### src/rtl/lms_head_node.sv
module lms_head_node #(
  parameter int DW      = 16,
  parameter int NSLICE  = 3,
  parameter int MUW     = 16,
  parameter int MU_INIT = 655
) (
  input  logic                       clk,
  input  logic                       rst_n,
  input  logic                       in_valid,
  output logic                       in_ready,
  input  logic [DW-1:0]              in_x,
  input  logic [DW-1:0]              in_d,
  output logic                       loc_x_valid,
  input  logic                       loc_x_ready,
  output logic [DW-1:0]              loc_x,
  input  logic [NSLICE:0]            part_valid,
  output logic [NSLICE:0]            part_ready,
  input  logic [(NSLICE+1)*DW-1:0]   part_data,
  output logic [NSLICE:0]            err_valid,
  input  logic [NSLICE:0]            err_ready,
  output logic [DW-1:0]              err_data,
  output logic                       y_valid,
  input  logic                       y_ready,
  output logic [DW-1:0]              y_out,
  input  logic                       mu_wr,
  input  logic [MUW-1:0]             mu_wdata
);
  localparam int NP = NSLICE + 1;
  localparam int SW = DW + $clog2(NP) + 2;
  localparam int PW = DW + MUW + 1;
  localparam logic signed [SW-1:0] MAXV = {{(SW-DW+1){1'b0}}, {(DW-1){1'b1}}};
  localparam logic signed [SW-1:0] MINV = ~MAXV;

  typedef enum logic [1:0] {S_IDLE, S_FEED, S_GATHER, S_SEND} st_t;

  st_t             st;
  logic [DW-1:0]   x_q, d_q, y_q, err_q;
  logic [MUW-1:0]  mu_q;
  logic [NP-1:0]   got, sent;
  logic            y_done;
  logic [DW-1:0]   cap [NP];

  logic [NP-1:0]          part_fire;
  logic                   all_in, done;
  logic signed [SW-1:0]   acc, e_full;
  logic [DW-1:0]          ysat, esat, scaled;
  logic signed [PW-1:0]   prod;

  function automatic logic [DW-1:0] sat(input logic signed [SW-1:0] v);
    if (v > MAXV)      return MAXV[DW-1:0];
    else if (v < MINV) return MINV[DW-1:0];
    else               return v[DW-1:0];
  endfunction

  assign in_ready    = (st == S_IDLE);
  assign loc_x_valid = (st == S_FEED);
  assign loc_x       = x_q;
  assign part_ready  = (st == S_GATHER) ? ~got : '0;
  assign part_fire   = part_valid & part_ready;
  assign all_in      = (st == S_GATHER) && (&(got | part_fire));
  assign err_valid   = (st == S_SEND) ? ~sent : '0;
  assign err_data    = err_q;
  assign y_valid     = (st == S_SEND) && !y_done;
  assign y_out       = y_q;
  assign done        = (st == S_SEND) && (&(sent | (err_valid & err_ready)))
                       && (y_done || y_ready);

  always_comb begin
    acc = '0;
    for (int i = 0; i < NP; i++) begin
      logic [DW-1:0] v;
      v   = part_fire[i] ? part_data[i*DW +: DW] : cap[i];
      acc = acc + {{(SW-DW){v[DW-1]}}, v};
    end
  end

  assign ysat   = sat(acc);
  assign e_full = {{(SW-DW){d_q[DW-1]}}, d_q} - {{(SW-DW){ysat[DW-1]}}, ysat};
  assign esat   = sat(e_full);
  assign prod   = $signed({{(MUW+1){esat[DW-1]}}, esat}) * $signed({{(DW+1){1'b0}}, mu_q});
  assign scaled = prod[MUW +: DW];

  always_ff @(posedge clk) begin
    if (!rst_n) begin
      st     <= S_IDLE;
      x_q    <= '0;
      d_q    <= '0;
      y_q    <= '0;
      err_q  <= '0;
      mu_q   <= MUW'(MU_INIT);
      got    <= '0;
      sent   <= '0;
      y_done <= 1'b0;
    end else begin
      case (st)
        S_IDLE: begin
          if (mu_wr) mu_q <= mu_wdata;
          if (in_valid) begin
            x_q <= in_x;
            d_q <= in_d;
            st  <= S_FEED;
          end
        end
        S_FEED:   if (loc_x_ready) st <= S_GATHER;
        S_GATHER: begin
          got <= got | part_fire;
          if (all_in) begin
            y_q   <= ysat;
            err_q <= scaled;
            st    <= S_SEND;
          end
        end
        S_SEND: begin
          if (done) begin
            got    <= '0;
            sent   <= '0;
            y_done <= 1'b0;
            st     <= S_IDLE;
          end else begin
            sent <= sent | (err_valid & err_ready);
            if (y_ready) y_done <= 1'b1;
          end
        end
        default: st <= S_IDLE;
      endcase
    end
  end

  for (genvar g = 0; g < NP; g++) begin : g_cap
    always_ff @(posedge clk) begin
      if (!rst_n)            cap[g] <= '0;
      else if (part_fire[g]) cap[g] <= part_data[g*DW +: DW];
    end

    assert_capture_once_R3: assert property (@(posedge clk) disable iff (!rst_n)
      part_fire[g] |=> !part_ready[g]);

    assert_err_hold_R6: assert property (@(posedge clk) disable iff (!rst_n)
      (err_valid[g] && !err_ready[g]) |=> (err_valid[g] && $stable(err_data)));
  end

  assert_x_handoff_R2: assert property (@(posedge clk) disable iff (!rst_n)
    (in_valid && in_ready) |=> (loc_x_valid && loc_x == $past(in_x)));

  assert_y_hold_R6: assert property (@(posedge clk) disable iff (!rst_n)
    (y_valid && !y_ready) |=> (y_valid && $stable(y_out)));

  assert_after_last_R7: assert property (@(posedge clk) disable iff (!rst_n)
    $rose(y_valid) |-> $past(|part_fire));

  assert_mu_locked_R8: assert property (@(posedge clk) disable iff (!rst_n)
    (mu_wr && !in_ready) |=> $stable(mu_q));

endmodule

### config.mk
export PLATFORM = sky130hd
export DESIGN_NAME = lms_head_node
export DESIGN_NICKNAME = d
export VERILOG_FILES = /design/src/rtl/lms_head_node.sv
export SDC_FILE = /design/constraint.sdc
export NUM_CORES = 1
export LEC_CHECK = 0
export BUFFER_PORTS_ARGS = -buffer_cell sky130_fd_sc_hd__buf_2
export CAP_MARGIN = 20
export CORE_MARGIN = 2
export CORE_UTILIZATION = 55
export DETAILED_ROUTE_END_ITERATION = 8
export PLACE_DENSITY = 0.78
export SLEW_MARGIN = 20
export SYNTH_ARGS = -nofsm -noshare
export SYNTH_HDL_FRONTEND = slang
export SYNTH_SLANG_ARGS = --single-unit
export TNS_END_PERCENT = 5
### constraint.sdc
create_clock -name clk -period 14.5 [get_ports clk]
set_input_delay 2.175 -clock clk [delete_from_list [all_inputs] [get_ports clk]]
set_output_delay 2.175 -clock clk [all_outputs]
set_load 0.1 [all_outputs]
==> flow_summary.toml, run 1 <==
[status]
status = "finished clean"

[worst_setup_path]
path_class = "input pin to flip-flop"
critical_path.top_delay_family = "adder cells"
path_buf_inv = 13
crit_path_top_delay_cell = "fa_1"
timing.critical_path.from_type = "input pin"
crit_path_end_kind = "flip-flop"
cp_max_fo = 11
required_ps = 14890
max_stage_delay_ps = 580
worstPathArrival_ps = 14550

[logic_synthesis]
synth_seq_cells = 155
ys_types = 81
async_reset_ff_frac = 0
synthesis.area_sq_um = 17800
synth_ff_type = "dfxtp_1"
seq_area_frac_synth = 0.210
synth_warnings = 0
synth-edff-count = 64
synthesis.nets = 2445
syn_inst = 1944
syn_avg_cell_area_sq_um = 9.17

[cells_and_area]
fillers = 2499
nets = 2690
final_cells = 2604
num_antenna_cells = 0
final_common_cell = "inv_1"
layout_common_cells = "inv_1 (303), nand2_1 (260), fa_1 (225)"
syn_to_final_growth_pct = 16.2
final_layout_size_suffix_gt1_frac = 0.215

[detailed_routing]
viasPerCell = 5.65
wirelength_microns = 48300
wl_per_cell_microns = 18.5
route.vias.total = 14700
ant_nets = 0
drt_iter0_drc = 911
dr.pass1.iters = 5
drc = 0

[run]
cap_violations = 0

[sta]
finalSetupViolCount = 0
worstMarginPinSlew_ps = 896
slew_viol_final = 0
timing.final.ws_setup_ps = 340
rsz0062_at_grt = "yes"
clock.fmax_ghz = 0.0706
skew_ps = 16.3
period_needed_ps = 14160
finalHoldViolations = 0
max-slew-margin-rel = 0.402
fin_hold_ws_ps = 456
min_period_over_period = 0.977

[placed_design]
place_hpwl_microns = 38200
place.gp.congestion = 0.970
io_buffers = 184
dp_worst_setup_slack_ps = -424
dp_cells = 2566

[clock_tree]
clockBufferDepth = 2
clkLatencyLatePin_ps = 450
cts_sinks = 155
cts.clk_slew.worst_paths_ps = 70
cts_tree = "built"
cts-root-buf = "clkbuf_16"
numCtsBuffers = 17
cts.htree.levels = 4

[floorplan]
die-area_sq_um = 33900
start_util = 0.562
coreArea_sq_um = 31700
rows = 65
io_pins = 185
die_w_microns = 184
fp.dieH_microns = 184

[global_routing]
grt_pass1_wl_microns = 79000
track_usage = 0.300
grt_pass1_vias = 15635
grt-ovfl-total = 0
antenna_found_initial = 1
grt_max_degree = 56

[hold_path]
hold_class = "flip-flop to flip-flop"
==> flip-flops by register name (all words and copies together) (netlist names) <==
name and count:
st 2, sent 4, loc_x 16, y_done 1, d_q 16, y_out 16
got 4, err_data 16, cap 64, mu_q 16
==> final timing paths <==
| check | startpoint | to | slack (ps) | cells past startpoint |
|---|---|---|---|---|
| worst min-delay path | loc_x[15] | loc_x[15] | 460 | 2 |
| worst max register to register | st[0] | err_data[14] | 1130 | 56 |
| worst min register to register | loc_x[15] | loc_x[15] | 460 | 2 |
| worst max-delay path | part_valid[2] | err_data[14] | 340 | 54 |
==> logic make-up after synthesis <==
kind of cell / synth area share
AO/OA/AOI/OAI: 0.107
XOR/XNOR: 0.0186
adder cells (fa/ha/maj): 0.362
buffers and inverters: 0.0857
flip-flops: 0.210
multiplexers: 0.0437
AND/OR/NAND/NOR: 0.174
==> per-layer routing <==
| metal | vias to the layer above | share of wire | track usage |
|---|---|---|---|
| met4 | 0 | 0.033 | 0.111 |
| met5 | - | 0 | 0 |
| li1 | 6794 | - | - |
| met2 | 586 | 0.49 | 0.514 |
| met3 | 117 | 0.077 | 0.0592 |
| met1 | 7203 | 0.40 | 0.376 |
==> repair_timing <==
item	4_1_cts	5_1_grt
hold endpoints to repair	0	0
pin swaps	0	17
hold buffers	0	0
setup buffers	0	6
endpoints found under the setup margin	3	15
cloned	0	0
resized for setup	1	36
==> per-stage QoR <==
stage	area, sq um	utilization	TNS, ps
floorplan	17900	-	0
global placement	19900	0.628	-724
detailed placement	19900	0.628	-3970
CTS	20500	0.647	0
global route	20700	0.653	-168
finish	20700	0.653	0
==> layout make-up <==
class	instances	area, sq um	area share
multi-input cells	1390	12700	0.615
flip-flops and latches	155	3740	0.181
repair buffers	320	2000	0.0965
inverters	305	1140	0.0553
well taps	402	503	0.0243
clock buffers	18	429	0.0207
clock inverters	14	164	0.00791
==> worst register-to-register path: cells and delay by family, from the launching register on <==
| kind | cells | cell delay, ps |
|---|---|---|
| simple gates | 12 | 2630 |
| buf+inv | 13 | 1170 |
| fa+ha+maj | 15 | 6210 |
| mux | 1 | 320 |
| flops | 1 | 340 |
| xor+xnor | 1 | 160 |
| compound gates | 14 | 2500 |
==> cell usage after synthesis (12+ instances only) <==
| library cell | number | area (sq um) |
|---|---|---|
| nor2b_1 | 13 | 81.3 |
| o21ai_1 | 13 | 65.1 |
| nor3_1 | 13 | 65.1 |
| ha_1 | 148 | 1850 |
| mux2i_1 | 19 | 190 |
| and3_1 | 70 | 438 |
| a21o_1 | 32 | 240 |
| nand2_1 | 260 | 976 |
| a211oi_1 | 21 | 158 |
| nand3_1 | 31 | 155 |
| clkbuf_1 | 85 | 319 |
| inv_1 | 305 | 1140 |
| xor2_1 | 12 | 105 |
| mux2_2 | 51 | 574 |
| dfxtp_1 | 91 | 1820 |
| a21oi_1 | 112 | 561 |
| xnor2_1 | 24 | 210 |
| nor2_1 | 62 | 233 |
| and2_1 | 124 | 776 |
| a31oi_1 | 13 | 81.3 |
| fa_1 | 227 | 4540 |
| edfxtp_1 | 64 | 1920 |
| o21ai_0 | 22 | 110 |
Power of run 1 is left out: the tool's default activity adds up to more than one toggle a clock period on the data nets, which glitch-free logic cannot reach.
==> run 2: changes to the inputs <==
--- a/config.mk
+++ b/config.mk
@@ -9,6 +9,7 @@
 export CAP_MARGIN = 20
 export CORE_MARGIN = 2
 export CORE_UTILIZATION = 55
+export CTS_BUF_LIST = sky130_fd_sc_hd__clkbuf_4 sky130_fd_sc_hd__clkbuf_8 sky130_fd_sc_hd__clkbuf_16
 export DETAILED_ROUTE_END_ITERATION = 8
 export PLACE_DENSITY = 0.78
 export SLEW_MARGIN = 20
==> run 2 against run 1 <==
Global-route usage unchanged. Worst hold slack about the same. Design area about the same. Clock-buffer cell count unchanged. Register-to-register slack about the same. Via count is essentially flat. Core utilization hardly changed. Worst setup slack worse by 0.78 ps. Die area is the same. First-iteration DRC count is the same. Wire length is essentially flat. Critical endpoint unchanged. Highest routed layer unchanged.
==> flow_summary.toml, run 2 (synthesis gave the netlist of run 1 again) <==
[status]
status = "finished clean"

[worst_setup_path]
required_ps = 14890
crit_path_top_delay_cell = "fa_1"
path_buf_inv = 13
reg2reg_slack_ps = 1130
timing.critical_path.from_type = "input pin"
max_stage_delay_ps = 580
crit_path_end_kind = "flip-flop"
worstPathArrival_ps = 14550
cp_max_fo = 11
critical_path.top_delay_family = "adder cells"
path_class = "input pin to flip-flop"

[global_routing]
track_usage = 0.300
grt-ovfl-total = 0
antenna_found_initial = 1
grt_pass1_wl_microns = 79000
grt_max_degree = 56
grt_pass1_vias = 15635

[sta]
min_period_over_period = 0.977
finalHoldViolations = 0
worstMarginPinSlew_ps = 896
slew_viol_final = 0
rsz0062_at_grt = "yes"
skew_ps = 16.2
fin_hold_ws_ps = 456
finalSetupViolCount = 0
max-slew-margin-rel = 0.402
clock.fmax_ghz = 0.0706
period_needed_ps = 14160

[cells_and_area]
fillers = 2499
top_register = "cap"
regArea_sq_um = 3740
final_common_cell = "inv_1"
final_layout_size_suffix_gt1_frac = 0.215
syn_to_final_growth_pct = 16.2
layout_common_cells = "inv_1 (303), nand2_1 (260), fa_1 (225)"
num_antenna_cells = 0
nets = 2690
largest_register_ffs = 64
multi_input_area_sq_um = 12700

[clock_tree]
numCtsBuffers = 17
cts-root-buf = "clkbuf_16"
cts_tree = "built"
cts_sinks = 155
clkLatencyLatePin_ps = 450
cts.htree.levels = 4
clockBufferDepth = 2
cts.clk_slew.worst_paths_ps = 70

[detailed_routing]
dr.pass1.iters = 5
ant_nets = 0
drt_iter0_drc = 911
viasPerCell = 5.64
wl_per_cell_microns = 18.5
wirelength_microns = 48300
route.vias.total = 14690
drc = 0

[floorplan]
start_util = 0.562
fp.dieH_microns = 184
die-area_sq_um = 33900
coreArea_sq_um = 31700
die_w_microns = 184
rows = 65
io_pins = 185

[placed_design]
place_hpwl_microns = 38200
io_buffers = 184
place.gp.congestion = 0.970

[hold_path]
hold_class = "flip-flop to flip-flop"

[run]
cap_violations = 0
==> run 2: per-stage QoR <==
step           instance area (sq um)  TNS, ps  cells   util  setup slack (ps)
6_report                       20700        0   2604  0.653               339
5_1_grt                        20700     -169   2604  0.653             -54.8
4_1_cts                        20500        0   2598  0.647              2.54
3_5_place_dp                   19900    -3970   2566  0.628              -424
3_3_place_gp                   19900     -724   2566  0.628              -144
2_1_floorplan                  17900        0   1944      -              28.1
==> run 2: worst paths after layout <==
check | start | endpoint | cells past startpoint
min | loc_x[15] | loc_x[15] | 2
max reg2reg | st[0] | err_data[14] | 56
max | part_valid[2] | err_data[14] | 54
min reg2reg | loc_x[15] | loc_x[15] | 2
==> run 2: repair_timing <==
action                                  CTS  global route
buffers inserted                          0             6
endpoints found under the setup margin    3            15
hold buffers                              0             0
resized for setup                         1            36
pin swaps                                 0            17
==> run 2: final cells by class <==
type                    count  area share
flip-flops and latches    155       0.181
clock inverters            14     0.00791
repair buffers            320      0.0965
multi-input cells        1390       0.614
clock buffers              18      0.0209
inverters                 305      0.0553
well taps                 402      0.0243
==> run 2: metal layers <==
layer | vias to the layer above | routed length [microns] | GRT usage
met1 | 7196 | 19400 | 0.376
met4 | 0 | 1610 | 0.111
met5 | - | 0 | 0
met2 | 583 | 23500 | 0.514
met3 | 117 | 3710 | 0.0592
li1 | 6794 | - | -
==> run 2: worst register-to-register path: cells and delay by family, from the launching register on <==
family	cells	cell delay [ps]
compound gates	14	2500
xor+xnor	1	160
fa+ha+maj	15	6210
buf+inv	13	1170
flops	1	340
mux	1	320
simple gates	12	2630
Power of run 2 is left out for the same reason.
==> run 3: changes to the inputs <==
--- a/config.mk
+++ b/config.mk
@@ -11,7 +11,7 @@
 export CORE_UTILIZATION = 55
 export CTS_BUF_LIST = sky130_fd_sc_hd__clkbuf_4 sky130_fd_sc_hd__clkbuf_8 sky130_fd_sc_hd__clkbuf_16
 export DETAILED_ROUTE_END_ITERATION = 8
-export PLACE_DENSITY = 0.78
+export PLACE_DENSITY_LB_ADDON = 0.12
 export SLEW_MARGIN = 20
 export SYNTH_ARGS = -nofsm -noshare
 export SYNTH_HDL_FRONTEND = slang
==> constraint.sdc (replaced) <==
create_clock -name clk -period 14.95 [get_ports clk]
set_input_delay 2.2425 -clock clk [delete_from_list [all_inputs] [get_ports clk]]
set_output_delay 2.2425 -clock clk [all_outputs]
set_load 0.1 [all_outputs]
==> run 3 against run 2 <==
Critical endpoint is now err_data[12]. Largest cell class unchanged. Via count fell by 3.4%. Cell count decreased by 2.6%. Design area fell by 3.0%.
==> flow_summary.toml, run 3 (synthesis gave the netlist of run 1 again) <==
[status]
status = "finished clean"

[sta]
period_needed_ps = 14450
worstMarginPinSlew_ps = 984
finalSetupViolCount = 0
max-slew-margin-rel = 0.343
skew_ps = 13.0
clock.fmax_ghz = 0.0692
fin_tns_setup_ps = 0
slew_viol_final = 0
min_period_over_period = 0.967
finalHoldViolations = 0

[detailed_routing]
wirelength_microns = 48600
ant_nets = 0
drt_iter0_drc = 834
wl_per_cell_microns = 19.2
viasPerCell = 5.60
route.vias.total = 14190
dr.pass1.iters = 8
drc = 0

[hold_path]
whs_path_depth = 2
hold_class = "flip-flop to flip-flop"

[floorplan]
fp.dieH_microns = 184
start_util = 0.562
coreArea_sq_um = 31700
rows = 65
io_pins = 185
die-area_sq_um = 33900
die_w_microns = 184

[clock_tree]
numCtsBuffers = 17
postCtsHoldBufs = 0
clkLatencyLatePin_ps = 460
cts_sinks = 155
cts-root-buf = "clkbuf_16"
clockBufferDepth = 2
cts_tree = "built"
cts.htree.levels = 4
cts.clk_slew.worst_paths_ps = 70

[worst_setup_path]
max_stage_delay_ps = 580
path_class = "input pin to flip-flop"
cpMostUsedCell = "fa_1"
timing.critical_path.from_type = "input pin"
worstPathArrival_ps = 14800
crit_path_end_kind = "flip-flop"
rr_worst_depth = 53
required_ps = 15290
reg2reg_slack_ps = 1330
cp_max_fo = 16
crit_path_top_delay_cell = "fa_1"

[cells_and_area]
regArea_sq_um = 3740
final_layout_size_suffix_gt1_frac = 0.180
nets = 2620
multi_input_area_sq_um = 12600
final_common_cell = "inv_1"
top_register = "cap"
syn_to_final_growth_pct = 12.8
largest_register_ffs = 64
fillers = 2705
layout_common_cells = "inv_1 (304), nand2_1 (260), fa_1 (226)"

[global_routing]
grt-ovfl-total = 0
antenna_found_initial = 3
track_usage = 0.299
use_met1 = 0.409
gr-usage-met2 = 0.483
grt_pass1_vias = 14519
grt_max_degree = 59
grt_pass1_wl_microns = 77300
met3_usage = 0.0628
grt-busiest-layer = "met2"

[placed_design]
place.gp.congestion = 0.983
io_buffers = 184
place_hpwl_microns = 37600

[run]
cap_violations = 0
==> run 3: changes by cell type in the layout (fill, tap and decap cells not counted), sizes merged <==
cell / change
buf: -71
clkinv: +3
inv: -3
diode: +2
bufinv: +1
clkbuf: +1
clkinvlp: -1
==> run 3: repair_timing <==
item                       CTS  global route
buffers inserted             0             6
resized for setup            0            18
setup endpoints to repair    0            13
==> run 3: through the flow <==
stage	utilization	setup WS, ps	hold slack [ps]	instance area (sq um)	std cells
CTS	0.629	280	454	20000	2527
global route	0.634	-12.3	470	20100	2534
floorplan	-	21.3	436	17800	1944
finish	0.634	495	451	20100	2536
detailed placement	0.611	-185	445	19400	2495
global placement	0.611	-115	438	19400	2495
==> run 3: critical path: cells and delay by family <==
kind / cells / cell delay, ps
AO/OA/AOI/OAI: 18 / 4090
AND/OR/NAND/NOR: 4 / 510
buffers and inverters: 12 / 1260
XOR/XNOR: 2 / 330
adder cells (fa/ha/maj): 14 / 6020
multiplexers: 1 / 340
==> run 3: final cells by class <==
type	instances	share of cell area
multi-input cells	1390	0.628
flip-flops and latches	155	0.186
well taps	402	0.0250
clock inverters	14	0.00672
repair buffers	250	0.0753
clock buffers	18	0.0215
diodes	2	0.000249
inverters	305	0.0570
==> run 3: path summary, 6_finish.rpt <==
kind                                     from           end
worst max register to register          st[0]  err_data[12]
worst min-delay path                loc_x[11]     loc_x[11]
worst max-delay path            part_valid[2]  err_data[12]
worst min register to register      loc_x[11]     loc_x[11]
==> run 3: routing by layer <==
layer / wire, microns / share of wire
met1: 21300 / 0.44
met2: 22500 / 0.46
met3: 3680 / 0.076
met4: 1120 / 0.023
met5: 0 / 0
Power of run 3 is left out for the same reason.
